**src/rtl/fsel_pkg.sv**
```systemverilog
package fsel_pkg;
  typedef enum logic [1:0] {
    MODE_OCC  = 2'd0,
    MODE_LOWC = 2'd1,
    MODE_ALLB = 2'd2,
    MODE_RSVD = 2'd3
  } sel_mode_e;
endpackage

```
**src/rtl/fsel_key.sv**
```systemverilog
module fsel_key #(
  parameter int CNT_W = 5,
  parameter int BR_W  = 3,
  localparam int KEY_W = BR_W + CNT_W
) (
  input  fsel_pkg::sel_mode_e mode_i,
  input  logic                valid_i,
  input  logic                miss_i,
  input  logic [CNT_W-1:0]    icount_i,
  input  logic [BR_W-1:0]     br_all_i,
  input  logic [BR_W-1:0]     br_low_i,
  output logic                elig_o,
  output logic [KEY_W-1:0]    key_o
);
  logic [BR_W-1:0] prim;

  always_comb begin
    case (mode_i)
      fsel_pkg::MODE_LOWC: prim = br_low_i;
      fsel_pkg::MODE_ALLB: prim = br_all_i;
      default:             prim = '0;
    endcase
  end

  assign elig_o = valid_i & ~miss_i;
  // branch count is the major key, occupancy the minor key
  assign key_o  = {prim, icount_i};
endmodule

```
**src/rtl/fsel_pick.sv**
```systemverilog
module fsel_pick #(
  parameter int N     = 8,
  parameter int KEY_W = 8,
  localparam int IDX_W = (N > 1) ? $clog2(N) : 1
) (
  input  logic [N-1:0]       elig_i,
  input  logic [N-1:0]       mask_i,
  input  logic [N*KEY_W-1:0] keys_i,
  output logic               found_o,
  output logic [N-1:0]       onehot_o
);
  logic [KEY_W-1:0] best_key;
  logic [IDX_W-1:0] best_idx;

  // strict less-than keeps the lowest index on ties
  always_comb begin
    found_o  = 1'b0;
    best_key = '0;
    best_idx = '0;
    for (int i = 0; i < N; i++) begin
      if (elig_i[i] && !mask_i[i] &&
          (!found_o || keys_i[i*KEY_W +: KEY_W] < best_key)) begin
        found_o  = 1'b1;
        best_key = keys_i[i*KEY_W +: KEY_W];
        best_idx = IDX_W'(i);
      end
    end
  end

  always_comb begin
    onehot_o = '0;
    if (found_o) onehot_o[best_idx] = 1'b1;
  end
endmodule

```
**src/rtl/fetch_thread_sel.sv**
```systemverilog
module fetch_thread_sel #(
  parameter int N_CTX   = 8,
  parameter int CNT_W   = 5,
  parameter int BR_W    = 3,
  parameter int FETCH_W = 4,
  localparam int KEY_W = BR_W + CNT_W,
  localparam int WID_W = $clog2(2 * FETCH_W + 1)
) (
  input  logic                   clk_i,
  input  logic                   rst_ni,
  input  logic [1:0]             mode_i,
  input  logic [N_CTX-1:0]       valid_i,
  input  logic [N_CTX-1:0]       miss_i,
  input  logic [N_CTX*CNT_W-1:0] icount_i,
  input  logic [N_CTX*BR_W-1:0]  br_all_i,
  input  logic [N_CTX*BR_W-1:0]  br_low_i,
  output logic [N_CTX-1:0]       grant0_o,
  output logic [N_CTX-1:0]       grant1_o,
  output logic [WID_W-1:0]       width0_o,
  output logic [WID_W-1:0]       width1_o
);
  fsel_pkg::sel_mode_e mode;
  logic [N_CTX-1:0]       elig;
  logic [N_CTX*KEY_W-1:0] keys;
  logic                   found0, found1;
  logic [N_CTX-1:0]       pick0, pick1;
  logic [WID_W-1:0]       w0_d, w1_d;

  assign mode = fsel_pkg::sel_mode_e'(mode_i);

  for (genvar g = 0; g < N_CTX; g++) begin : g_key
    fsel_key #(.CNT_W(CNT_W), .BR_W(BR_W)) u_key (
      .mode_i   (mode),
      .valid_i  (valid_i[g]),
      .miss_i   (miss_i[g]),
      .icount_i (icount_i[g*CNT_W +: CNT_W]),
      .br_all_i (br_all_i[g*BR_W +: BR_W]),
      .br_low_i (br_low_i[g*BR_W +: BR_W]),
      .elig_o   (elig[g]),
      .key_o    (keys[g*KEY_W +: KEY_W])
    );
  end

  fsel_pick #(.N(N_CTX), .KEY_W(KEY_W)) u_pick0 (
    .elig_i   (elig),
    .mask_i   ({N_CTX{1'b0}}),
    .keys_i   (keys),
    .found_o  (found0),
    .onehot_o (pick0)
  );

  // second pick: same ranking with the first winner masked
  fsel_pick #(.N(N_CTX), .KEY_W(KEY_W)) u_pick1 (
    .elig_i   (elig),
    .mask_i   (pick0),
    .keys_i   (keys),
    .found_o  (found1),
    .onehot_o (pick1)
  );

  always_comb begin
    w0_d = '0;
    w1_d = '0;
    if (found1) begin
      w0_d = WID_W'(FETCH_W);
      w1_d = WID_W'(FETCH_W);
    end else if (found0) begin
      w0_d = WID_W'(2 * FETCH_W);
    end
  end

  always_ff @(posedge clk_i or negedge rst_ni) begin
    if (!rst_ni) begin
      grant0_o <= '0;
      grant1_o <= '0;
      width0_o <= '0;
      width1_o <= '0;
    end else begin
      grant0_o <= pick0;
      grant1_o <= pick1;
      width0_o <= w0_d;
      width1_o <= w1_d;
    end
  end
endmodule

```
**config.mk**
```make
export PLATFORM = sky130hd
export DESIGN_NAME = fetch_thread_sel
export DESIGN_NICKNAME = d
export VERILOG_FILES = /design/src/rtl/fsel_pkg.sv /design/src/rtl/fsel_key.sv /design/src/rtl/fsel_pick.sv /design/src/rtl/fetch_thread_sel.sv
export SDC_FILE = /design/constraint.sdc
export NUM_CORES = 1
export LEC_CHECK = 0
export ABC_AREA = 1
export ABC_CLOCK_PERIOD_IN_PS = 1100
export BUFFER_PORTS_ARGS = -buffer_cell sky130_fd_sc_hd__clkbuf_2
export CAP_MARGIN = 20
export CORE_UTILIZATION = 59
export CTS_CLUSTER_DIAMETER = 100
export DETAILED_ROUTE_END_ITERATION = 6
export PLACE_DENSITY = 0.88
export SYNTH_ARGS = -nofsm -noshare
export SYNTH_HDL_FRONTEND = slang
export SYNTH_SLANG_ARGS = --single-unit
```
**constraint.sdc**
```tcl
create_clock -name clk_i -period 1.1 [get_ports clk_i]
set_clock_uncertainty 0.1 [all_clocks]
set_input_delay 0.22 -clock clk_i [delete_from_list [all_inputs] [get_ports clk_i]]
set_output_delay 0.22 -clock clk_i [all_outputs]
set_load 0.01 [all_outputs]
```
==> results of run 1 <==
stage by stage:
stage / worst slack (ps) / setup TNS [ps]
3_5_place_dp: -18930 / -250260
2_1_floorplan: -15900 / -205280
3_3_place_gp: -16850 / -223970
synth_stat cells, drive strengths merged:
library cell  number
clkbuf            15
a21oi             51
ha               100
a32oi              1
nand4              3
dfrtp             18
o21ai             91
nor3               1
inv               82
a22oi              1
a22o               3
a21o               1
nand3             39
o31a               1
buf               10
nand2            327
nor2              59
a211oi            12
conb               1
kinds of logic after synthesis:
family,after synthesis,synth area share [%]
flops,18,9.39
fa+ha+maj,100,26.1
compound gates,161,17.9
other cells,1,0.0782
buf+inv,107,8.87
simple gates,429,37.6
==> impl_results.md, run 1 <==
- Seq/Total Area, Yosys: under 10%
- Post-DP Area: 0.00706 sq mm
- # port buffers: around 130
- Ys Warns: 0
- Initial Util: between 60% and 70%
- Hold-fix buffers, CTS: 1
- H-Tree Level Count: 1
- Status: did not finish
- CTS root buf: clkbuf_8
- Dominant cells by area after synthesis: ha_1, nand2_1, o21ai_0
- Cell taking the most area after synthesis: ha_1
- Final GP Congestion: 0.955
- Cts repair resizes: around 240
- I/O pins: 132
- Syn_area_per_cell: just under 6 sq um
- Yosys cell types: 26
- Run Error: [ERROR DPL-0038] Utilization greater than 100%, impossible to legalize
- Number of cells after detailed placement: between 1,000 and 1,500
- Post-synthesis cell count: about 820
- Total CTS buffers: 3
- Die Wd: just over 90 um
- Max clock buf depth: 2
- Die Height: ~92 um
- Area of the mapped netlist: about 0.0048 sq mm
- # clock sinks: 18
- Row count: 32
- Post-synth top area share: between 20% and 30%
- Yosys reg bits: 18
- DPL Wire Length: 16.3 mm
- Fail Step: clock tree synthesis
- Setup bufs post-CTS: 64
==> run 2: changes to the inputs <==
CORE_UTILIZATION = 40   (was 59)
CTS_CLUSTER_DIAMETER = default   (was 100)
PLACE_DENSITY = default   (was 0.88)
PLACE_DENSITY_LB_ADDON = 0.15   (was default)
==> impl_results.md, run 2 <==
- Final instance area: 0.00937 sq mm
- Total Power: 9.82 mW
- Diode count: 0
- Crit-path slowest cell: ha_1
- Yosys reg bits: 18
- Number of cells after detailed placement: approximately 1,300
- Reg area: 450 sq um
- Max-slew headroom: 65.1%
- Final WL: 20.3 mm
- Maximum vdd drop: 0.000703 V
- DRC: 6
- Power density over the cells: about 1000 mW/mm^2
- Vias: a little over 7,000
- CTS clk-pin slew, worst paths: ~50 ps
- Failing checks: DRC, setup timing
- Hold slack: 285 ps
- Max_cap viols: 0
- Grt total ovfl: 0
- Tcrit/Tclk final: 1590%
- Crit-path leading delay family: simple AND/OR/NAND/NOR gates
- Wire length per cell: approximately 15 um
- Most frequent cells in the layout: buf_4, nand2_1, clkbuf_2
- Commonest non-fill, non-tap cell in the layout: buf_4
- CTS tree: done
- Setup violators final: 18
- Total CTS buffers: 3
- Layout cell share with drive strength beyond 1: between 50 and 60%
- Die ar.: between 0.01 and 0.015 sq mm
- Fin crit period: between 15,000 and 20,000 ps
- H-Tree Level Count: 1
- Max Slew Vio Count: 0
- Status: complete, but fails checks
- CORE AREA: around 0.012 sq mm
- Top cell by count, worst path: nand2_1
- Antenna violations before repair: 0
- Crit Path Max Fanout: 8
- First-pass GRT wire length: a little under 30 mm
- Vias in the first global route: about 6,800
- Cell taking the most area after synthesis: ha_1
- Worst setup path class: input port to flip-flop
- Biggest regs: grant0_o (8), grant1_o (8), width0_o (2)
- Initial Util: approximately two fifths
- Post-synth ARST share: 100%
- Slew @ Worst Pin: between 500 and 600 ps
- Post-DP Area: a little over 0.007 sq mm
- Area of the mapped netlist: 0.00480 sq mm
- Vias per std cell: between 5 and 6
- Critical Path Start Type: input port
- Final cell count without fillers: ~1,400
- Tot GR Track Use: ~28%
- Max clock buf depth: 2
- Setup tns final: -213,850 ps
- # port buffers: between 100 and 150
- Detailed Routing Iterations Pass 1: 6
- Ys Warns: 0
- Fin. Hold Viols: 0
- Post-synth top cells: nand2_1, ha_1, o21ai_0
- Area delta synth->final: 95.5%
- Seq/Total Area, Yosys: under 10%
- Post-synth top area share: around a quarter
- Leakage: between 5 and 6 nW
- Starting DRT DRC Count: 278
- Die Wd: 111 um
- Critical Path Sink Type: flip-flop
- Yosys cell types: 26
- Final GP Congestion: 0.931
- Syn_area_per_cell: ~6 sq um
- Worst hold path type: input port to flip-flop
- Fill count: roughly 760
- CTS root buf: clkbuf_16
- # clock sinks: 18
- EDFF count, synth: 0
- Row count: 39
- DPL Wire Length: about 13 mm
- WP data arrival: 17,530 ps
- Post-synthesis cell count: between 800 and 900
- Post-layout nets: 1,444
- Dominant cells by area after synthesis: ha_1, nand2_1, o21ai_0
- I/O pins: 132
- CP required: around 1200 ps
- RSZ-0062 raised after global routing: yes
- Die Height: between 100 and 150 um
- Slowest stage delay, CP: 340 ps
- WP buf/inv: 8
- Most frequent cell after synthesis: nand2_1
- Multi-input logic area: 0.00537 sq mm
- Most used flip-flop cell after synthesis: dfrtp_1
- Routed Antenna Nets: 0
- Max Clock Freq: between 0.05 and 0.06 GHz
- Pin count of the biggest net entering global routing: 19
- Final WS setup: -16,350 ps
==> run 2: cell counts after synthesis <==
No cell type changed its count.
==> run 2: cells by family (layout without fill, tap and decap cells) <==
group                    after synthesis  after routing  share of synthesized area [%]
AND/OR/NAND/NOR                      429            440                           37.6
AO/OA/AOI/OAI                        161            161                           17.9
buffers and inverters                107            511                           8.87
other                                  1              5                         0.0782
adder cells (fa/ha/maj)              100            100                           26.1
flip-flops                            18             18                           9.39
==> run 2: path summary, 6_finish.rpt <==
kind,start,to,slack (ps),cells past startpoint
setup / recovery,mode_i[0],grant1_o[1],-16350,137
hold / removal,valid_i[7],width0_o[2],280,4
max in group asynchronous,rst_ni,grant1_o[0],250,2
min in group asynchronous,rst_ni,width0_o[3],350,2
==> run 2: timing repair <==
item,4_1_cts,5_1_grt
cloned,11,0
buffers inserted,67,21
endpoints found under the setup margin,18,18
resized for setup,135,211
hold endpoints to repair,18,0
pin swaps,73,53
hold buffers,1,0
==> run 2: area by class of cell <==
class,instances,share of cell area (%)
Multi-Input combinational cell,706,57.2
Timing Repair Buffer,425,31.6
Sequential cell,18,4.81
Inverter,82,3.50
Tap cell,143,1.91
Clock buffer,4,0.948
==> run 2: through the flow <==
stage          util [%]  setup WS [ps]
3_3_place_gp       62.6         -16980
3_5_place_dp       62.6         -17290
6_report           81.1         -16350
4_1_cts            71.7         -15960
2_1_floorplan         -         -15900
5_1_grt            81.1         -17310
==> run 2: power by group <==
group	switching, mW	internal, mW
Clock	0.222	0.552
Combinational	4.23	4.03
Sequential	0.0227	0.754
==> run 2: metal layers <==
metal  global-route usage, %  vias to the layer above  wire length (um)
li1                        -                     3541                 -
met1                    28.5                     3271              7310
met2                    57.8                      256             10800
met3                    2.07                      111               698
met4                    12.2                        0              1450
met5                       0                        -                 0
(Power assumes the default switching activity.)
